--- src/rtl/scan_pkg.sv ---
package scan_pkg;
  typedef enum logic {PACE_INT = 1'b0, PACE_EXT = 1'b1} pace_src_e;
  localparam logic ADDR_CFG = 1'b0;
  localparam logic ADDR_IRQ = 1'b1;
endpackage

--- src/rtl/scan_cfg.sv ---
module scan_cfg
  import scan_pkg::*;
#(
  parameter int CH_W   = 3,
  parameter int GAIN_W = 3,
  parameter int DATA_W = 16
) (
  input  logic              clk,
  input  logic              rst,
  input  logic              bus_wr,
  input  logic              bus_addr,
  input  logic [DATA_W-1:0] bus_wdata,
  output logic [CH_W-1:0]   top_ch,
  output logic [GAIN_W-1:0] gain,
  output logic              bipolar,
  output pace_src_e         pace_src,
  output logic              freerun,
  output logic              scan_on,
  output logic              cnt_load,
  output logic              irq_en
);
  localparam int POS_GAIN = CH_W;
  localparam int POS_BIP  = CH_W + GAIN_W;
  localparam int POS_EXT  = POS_BIP + 1;
  localparam int POS_FREE = POS_EXT + 1;
  localparam int POS_EN   = POS_FREE + 1;
  localparam int FLD_W    = POS_EN;

  logic [FLD_W-1:0] fields;
  logic [FLD_W-1:0] shadow;
  logic             pending;
  logic             cfg_wr;
  logic             irq_wr;
  logic             en_bit;
  logic [FLD_W-1:0] fld_in;

  assign cfg_wr = bus_wr && (bus_addr == ADDR_CFG);
  assign irq_wr = bus_wr && (bus_addr == ADDR_IRQ);
  assign en_bit = bus_wdata[POS_EN];
  assign fld_in = bus_wdata[FLD_W-1:0];

  always_ff @(posedge clk) begin
    if (rst) begin
      fields   <= '0;
      shadow   <= '0;
      pending  <= 1'b0;
      scan_on  <= 1'b0;
      cnt_load <= 1'b0;
      irq_en   <= 1'b0;
    end else begin
      cnt_load <= cfg_wr && !en_bit;
      if (cfg_wr) begin
        fields <= fld_in;
        if (!en_bit) begin
          shadow  <= fld_in;
          pending <= 1'b1;
          scan_on <= 1'b0;
        end else begin
          scan_on <= pending && (fld_in == shadow);
          pending <= 1'b0;
        end
      end
      if (irq_wr) irq_en <= bus_wdata[0];
    end
  end

  assign top_ch   = fields[CH_W-1:0];
  assign gain     = fields[POS_BIP-1:POS_GAIN];
  assign bipolar  = fields[POS_BIP];
  assign pace_src = pace_src_e'(fields[POS_EXT]);
  assign freerun  = fields[POS_FREE];
endmodule

--- src/rtl/pace_sync.sv ---
module pace_sync
  import scan_pkg::*;
(
  input  logic      clk,
  input  logic      rst,
  input  logic      int_pace,
  input  logic      ext_conv_n,
  input  pace_src_e pace_src,
  input  logic      freerun,
  input  logic      acq_gate,
  output logic      ext_fall,
  output logic      pace_evt
);
  logic sync1, sync2, sync_prev;

  always_ff @(posedge clk) begin
    if (rst) begin
      sync1     <= 1'b1;
      sync2     <= 1'b1;
      sync_prev <= 1'b1;
    end else begin
      sync1     <= ext_conv_n;
      sync2     <= sync1;
      sync_prev <= sync2;
    end
  end

  assign ext_fall = sync_prev && !sync2;

  always_comb begin
    pace_evt = (pace_src == PACE_EXT) ? ext_fall : int_pace;
    pace_evt = pace_evt && (freerun || acq_gate);
  end
endmodule

--- src/rtl/chan_stepper.sv ---
module chan_stepper #(
  parameter int CH_W = 3
) (
  input  logic            clk,
  input  logic            rst,
  input  logic            load,
  input  logic [CH_W-1:0] top_ch,
  input  logic            step,
  input  logic            scan_on,
  output logic [CH_W-1:0] cnt,
  output logic            conv_start,
  output logic [CH_W-1:0] conv_chan
);
  always_ff @(posedge clk) begin
    if (rst) begin
      cnt        <= '0;
      conv_start <= 1'b0;
      conv_chan  <= '0;
    end else begin
      conv_start <= step;
      if (step) conv_chan <= cnt;
      if (load) begin
        cnt <= top_ch;
      end else if (step && scan_on) begin
        cnt <= (cnt == '0) ? top_ch : cnt - 1'b1;
      end
    end
  end
endmodule

--- src/rtl/sample_fifo.sv ---
module sample_fifo #(
  parameter int W     = 15,
  parameter int DEPTH = 16
) (
  input  logic                         clk,
  input  logic                         rst,
  input  logic                         push,
  input  logic [W-1:0]                 din,
  input  logic                         pop,
  output logic [W-1:0]                 dout,
  output logic [$clog2(DEPTH+1)-1:0]   count,
  output logic                         empty
);
  localparam int AW = $clog2(DEPTH);
  localparam int CW = $clog2(DEPTH + 1);

  logic [W-1:0]  mem [DEPTH];
  logic [AW-1:0] wptr, rptr;
  logic          push_ok, pop_ok;

  assign push_ok = push && (count != CW'(DEPTH));
  assign pop_ok  = pop && (count != '0);
  assign empty   = (count == '0);

  always_ff @(posedge clk) begin
    if (push_ok) mem[wptr] <= din;
  end

  always_ff @(posedge clk) begin
    if (rst) begin
      wptr  <= '0;
      rptr  <= '0;
      count <= '0;
      dout  <= '0;
    end else begin
      if (push_ok) wptr <= wptr + 1'b1;
      if (pop_ok) begin
        rptr <= rptr + 1'b1;
        dout <= mem[rptr];
      end
      count <= count + CW'(push_ok) - CW'(pop_ok);
    end
  end
endmodule

--- src/rtl/adc_scan_seq.sv ---
module adc_scan_seq
  import scan_pkg::*;
#(
  parameter int CH_W       = 3,
  parameter int GAIN_W     = 3,
  parameter int DATA_W     = 16,
  parameter int SMP_W      = 12,
  parameter int FIFO_DEPTH = 16
) (
  input  logic                  clk,
  input  logic                  rst,
  input  logic                  bus_wr,
  input  logic                  bus_addr,
  input  logic [DATA_W-1:0]     bus_wdata,
  input  logic                  int_pace,
  input  logic                  ext_conv_n,
  input  logic                  acq_gate,
  output logic                  conv_start,
  output logic [CH_W-1:0]       conv_chan,
  output logic [GAIN_W-1:0]     gain_code,
  output logic                  bipolar,
  input  logic                  smp_valid,
  input  logic [SMP_W-1:0]      smp_data,
  input  logic                  fifo_rd,
  output logic [CH_W+SMP_W-1:0] fifo_dout,
  output logic                  data_avail,
  output logic                  irq
);
  localparam int ENT_W = CH_W + SMP_W;
  localparam int CNT_W = $clog2(FIFO_DEPTH + 1);

  logic [CH_W-1:0]  top_ch;
  logic [CH_W-1:0]  cnt;
  pace_src_e        pace_src;
  logic             freerun, scan_on, cnt_load, irq_en;
  logic             ext_fall, pace_evt;
  logic [CNT_W-1:0] fifo_count;
  logic             fifo_empty;

  scan_cfg #(.CH_W(CH_W), .GAIN_W(GAIN_W), .DATA_W(DATA_W)) u_cfg (
    .clk(clk), .rst(rst), .bus_wr(bus_wr), .bus_addr(bus_addr),
    .bus_wdata(bus_wdata), .top_ch(top_ch), .gain(gain_code),
    .bipolar(bipolar), .pace_src(pace_src), .freerun(freerun),
    .scan_on(scan_on), .cnt_load(cnt_load), .irq_en(irq_en)
  );

  pace_sync u_pace (
    .clk(clk), .rst(rst), .int_pace(int_pace), .ext_conv_n(ext_conv_n),
    .pace_src(pace_src), .freerun(freerun), .acq_gate(acq_gate),
    .ext_fall(ext_fall), .pace_evt(pace_evt)
  );

  chan_stepper #(.CH_W(CH_W)) u_step (
    .clk(clk), .rst(rst), .load(cnt_load), .top_ch(top_ch),
    .step(pace_evt), .scan_on(scan_on), .cnt(cnt),
    .conv_start(conv_start), .conv_chan(conv_chan)
  );

  sample_fifo #(.W(ENT_W), .DEPTH(FIFO_DEPTH)) u_fifo (
    .clk(clk), .rst(rst), .push(smp_valid), .din({conv_chan, smp_data}),
    .pop(fifo_rd), .dout(fifo_dout), .count(fifo_count), .empty(fifo_empty)
  );

  assign data_avail = !fifo_empty;

  always_ff @(posedge clk) begin
    if (rst) irq <= 1'b0;
    else     irq <= irq_en && !fifo_empty;
  end
endmodule

--- config.mk ---
export PLATFORM = sky130hd
export DESIGN_NAME = adc_scan_seq
export DESIGN_NICKNAME = d
export VERILOG_FILES = /design/src/rtl/scan_pkg.sv /design/src/rtl/scan_cfg.sv /design/src/rtl/pace_sync.sv /design/src/rtl/chan_stepper.sv /design/src/rtl/sample_fifo.sv /design/src/rtl/adc_scan_seq.sv
export SDC_FILE = /design/constraint.sdc
export NUM_CORES = 1
export LEC_CHECK = 0
export BUFFER_PORTS_ARGS = -buffer_cell sky130_fd_sc_hd__buf_2
export CORE_MARGIN = 4
export CORE_UTILIZATION = 61
export DETAILED_ROUTE_END_ITERATION = 16
export PLACE_DENSITY = 0.89
export SLEW_MARGIN = 10
export SYNTH_ARGS = -nofsm -noshare
export SYNTH_HDL_FRONTEND = slang
export SYNTH_SLANG_ARGS = --single-unit
--- constraint.sdc ---
create_clock -name clk -period 3.38 [get_ports clk]
set_input_delay 0.676 -clock clk [delete_from_list [all_inputs] [get_ports clk]]
set_output_delay 0.676 -clock clk [all_outputs]
set_load 0.1 [all_outputs]
==> summary.md <==
| Metric | Value |
|---|---|
| Most common cell after layout, fill and taps aside | `edfxtp_1` |
| H-tree levels | `1` |
| Starting density of the core | `0.626` |
| PwrDens | `698 mW/mm^2` |
| Setup Buffers After CTS | `0` |
| Core area | `0.0189 mm^2` |
| RSZ-0062 raised after global routing | `false` |
| Row cnt | `50` |
| Vias per inst | `6.40` |
| Minimum clock period | `2.90 ns` |
| Crit path max-delay cell type | `or4b_4` |
| Die area | `0.0217 mm^2` |
| Gate Count Post-Synth | `664` |
| Avg Cell Area, Syn | `17.8 um^2` |
| DPL Wire Length | `15.5 mm` |
| Nets | `793` |
| Largest net degree at the start of global routing | `35` |
| All-Layer GR Usage | `0.254` |
| Required time worst endpoint | `3.79 ns` |
| CP arrival | `3.30 ns` |
| Register Area | `0.00843 mm^2` |
| WP buf/inv | `4` |
| Top delay family on crit path | `adder cells` |
| Worst-Skew Late Latency | `0.57 ns` |
| CP endpoint kind | `flip-flop` |
| Vias | `6,565` |
| Number of global-route vias before repair | `6,870` |
| Max transition margin | `0.394` |
| Cts bufs inserted | `29` |
| Crit share post-route | `0.857` |
| Cell taking the most area after synthesis | `edfxtp_1` |
| I/O Buffers | `55` |
| Die Span X | `147 um` |
| GP Congestion | `0.820` |
| Remaining Overflow, GRT | `0` |
| Die Height | `147 um` |
| CTS tree | `built` |
| Worst hold path type | `in -> reg` |
| Fmax | `0.345 GHz` |
| Outcome | `finished, final reports clean` |
| Syn Nets | `715` |
| Yosys reg bits | `301` |
| Worst Setup Start Kind | `flip-flop` |
| DRC | `0` |
| Synth Cell Area | `0.0118 mm^2` |
| Multi-input logic area | `0.00314 mm^2` |
| Initial antenna violation count | `1` |
| Peak supply drop | `0.525 mV` |
| Worst Setup Path Type | `reg -> reg` |
| Post-CTS Resized | `0` |
| Crit path max fanout | `4` |
| Synthesis Warnings | `0` |
| # IOs | `62` |
| Number of synthesized flops with an enable pin | `240` |
| Setup tns final | `0 ns` |
| Clk slew on worst S/H paths | `0.06 ns` |
| Routed wire length per instance | `26.7 um` |
| P_leak | `4.49 nW` |
| Hold Vio Cnt, Final | `0` |
| Max-cap violations | `0` |
| TritonRoute pass-1 iters | `5` |
| Fraction of registers with async set/reset | `0` |
| Commonest cells after routing, fill and taps aside | `edfxtp_1, mux4_2, dfxtp_1, buf_2, nand2_1` |
| Seq/Total Area, Yosys | `0.713` |
| Layout cells sized above 1 | `0.277` |
| Top-area cell type share of the netlist area | `0.610` |
| Total Wirelength | `27.3 mm` |
| P&R area growth vs syn | `13.8%` |
| Hold buffer count at CTS | `0` |
| Slowest Stage Delay on Critical Path | `0.51 ns` |
| Synth Flop Type | `edfxtp_1` |
| CTS Sinks | `301` |
| Netlist cell types | `48` |
| Clock tree root buffer cell | `clkbuf_16` |
| Drt initial violations | `753` |
| Worst Skew | `0.0281 ns` |
| Clock buffer depth | `3` |
| Crit path cell chain | `inv_1, ha_1, or4b_4, nand2_2, inv_4, ha_1, inv_1, ha_1, inv_1, fa_1, nor2b_1, o21bai_1, a21oi_1, nor3b_1` |
| Slew @ Worst Pin | `0.909 ns` |
| Worst hold margin | `0.311 ns` |
| Post-route ant nets | `0` |
| FILL cells | `1,116` |
| Final Slew Violations | `0` |
| Synth top area cells | `edfxtp_1, mux4_2, dfxtp_1` |
| First-pass GRT wire length | `41.3 mm` |
| Count of final setup violators | `0` |
-- sequential cells by signal (all words and copies together) (netlist names), 3 cells and up --
name,flops
u_fifo.rptr,4
u_fifo.dout,15
u_cfg.shadow,9
u_fifo.wptr,4
u_fifo.mem,240
u_step.cnt,3
u_fifo.count,5
u_step.conv_chan,3
u_cfg.fields,9
-- cell families after synthesis --
family	Yosys count	synth area share
buffers and inverters	53	0.0231
XOR/XNOR	16	0.0119
AND/OR/NAND/NOR	122	0.0539
multiplexers	94	0.143
adder cells (fa/ha/maj)	14	0.0155
AO/OA/AOI/OAI	64	0.0399
flip-flops	301	0.713
-- path summary, 6_finish.rpt --
path              cells past startpoint  slack (ns)              end             from
hold / removal                        2        0.31     u_pace.sync1       ext_conv_n
setup / recovery                     14        0.48  u_fifo.count[4]  u_fifo.count[2]
setup reg to reg                     14        0.48  u_fifo.count[4]  u_fifo.count[2]
hold reg to reg                       1        0.43     u_pace.sync2     u_pace.sync1
-- power by group --
| group | switching [W] | internal (W) | leakage, nW |
|---|---|---|---|
| registers | 0.000229 | 0.00419 | 2.67 |
| logic | 0.00115 | 0.000663 | 1.36 |
| clock network | 0.00136 | 0.00181 | 0.453 |
-- metal layers --
metal	part of all wire	wire, um	global-route usage
met3	0.095	2590	0.0416
met4	0.038	1030	0.0932
met5	0	0	0
met2	0.50	13800	0.427
met1	0.36	9940	0.339
-- worst reg2reg max path, delay by kind of cell (launching register included) --
kind | cells | cell delay (ns)
adder cells (fa/ha/maj) | 4 | 1.01
AND/OR/NAND/NOR | 4 | 0.90
flip-flops | 1 | 0.31
AO/OA/AOI/OAI | 2 | 0.28
buffers and inverters | 4 | 0.26
-- synthesized netlist by cell type (2+ instances only) --
cell and instances:
edfxtp_1 240, dfxtp_1 61, mux4_2 60, nand2_1 36
mux2i_1 34, nor2_1 28, a21oi_1 27, clkbuf_1 20
nand3b_1 16, inv_1 14, ha_1 13, o21ai_0 12
xnor2_1 11, o221ai_2 10, buf_4 7, nand3_1 7
nor3_1 7, nor2b_1 6, buf_2 5, o221ai_1 5
xor2_1 5, nand2b_1 4, or2_2 4, buf_6 3
or3_1 3, a221oi_1 2, buf_1 2, nand4_1 2
-- final cells by class --
cell class,count,area share
flip-flops and latches,301,0.627
repair buffers,85,0.0418
clock buffers,40,0.0592
clock inverters,13,0.00976
well taps,260,0.0242
multi-input cells,310,0.234
inverters,15,0.00437
diodes,1,0.000186
-- per-stage QoR --
step	area [um^2]	utilization	setup WS, ns	std cells	total power, W
floorplan	11800	-	0.470	664	0.00584
detailed placement	12500	0.663	0.515	971	0.00626
global placement	12500	0.663	0.710	971	0.00616
global route	13500	0.712	0.313	1025	0.00973
finish	13500	0.712	0.485	1025	0.00940
CTS	13500	0.712	0.495	1024	0.00941
Power figures use the tool's default switching activity.
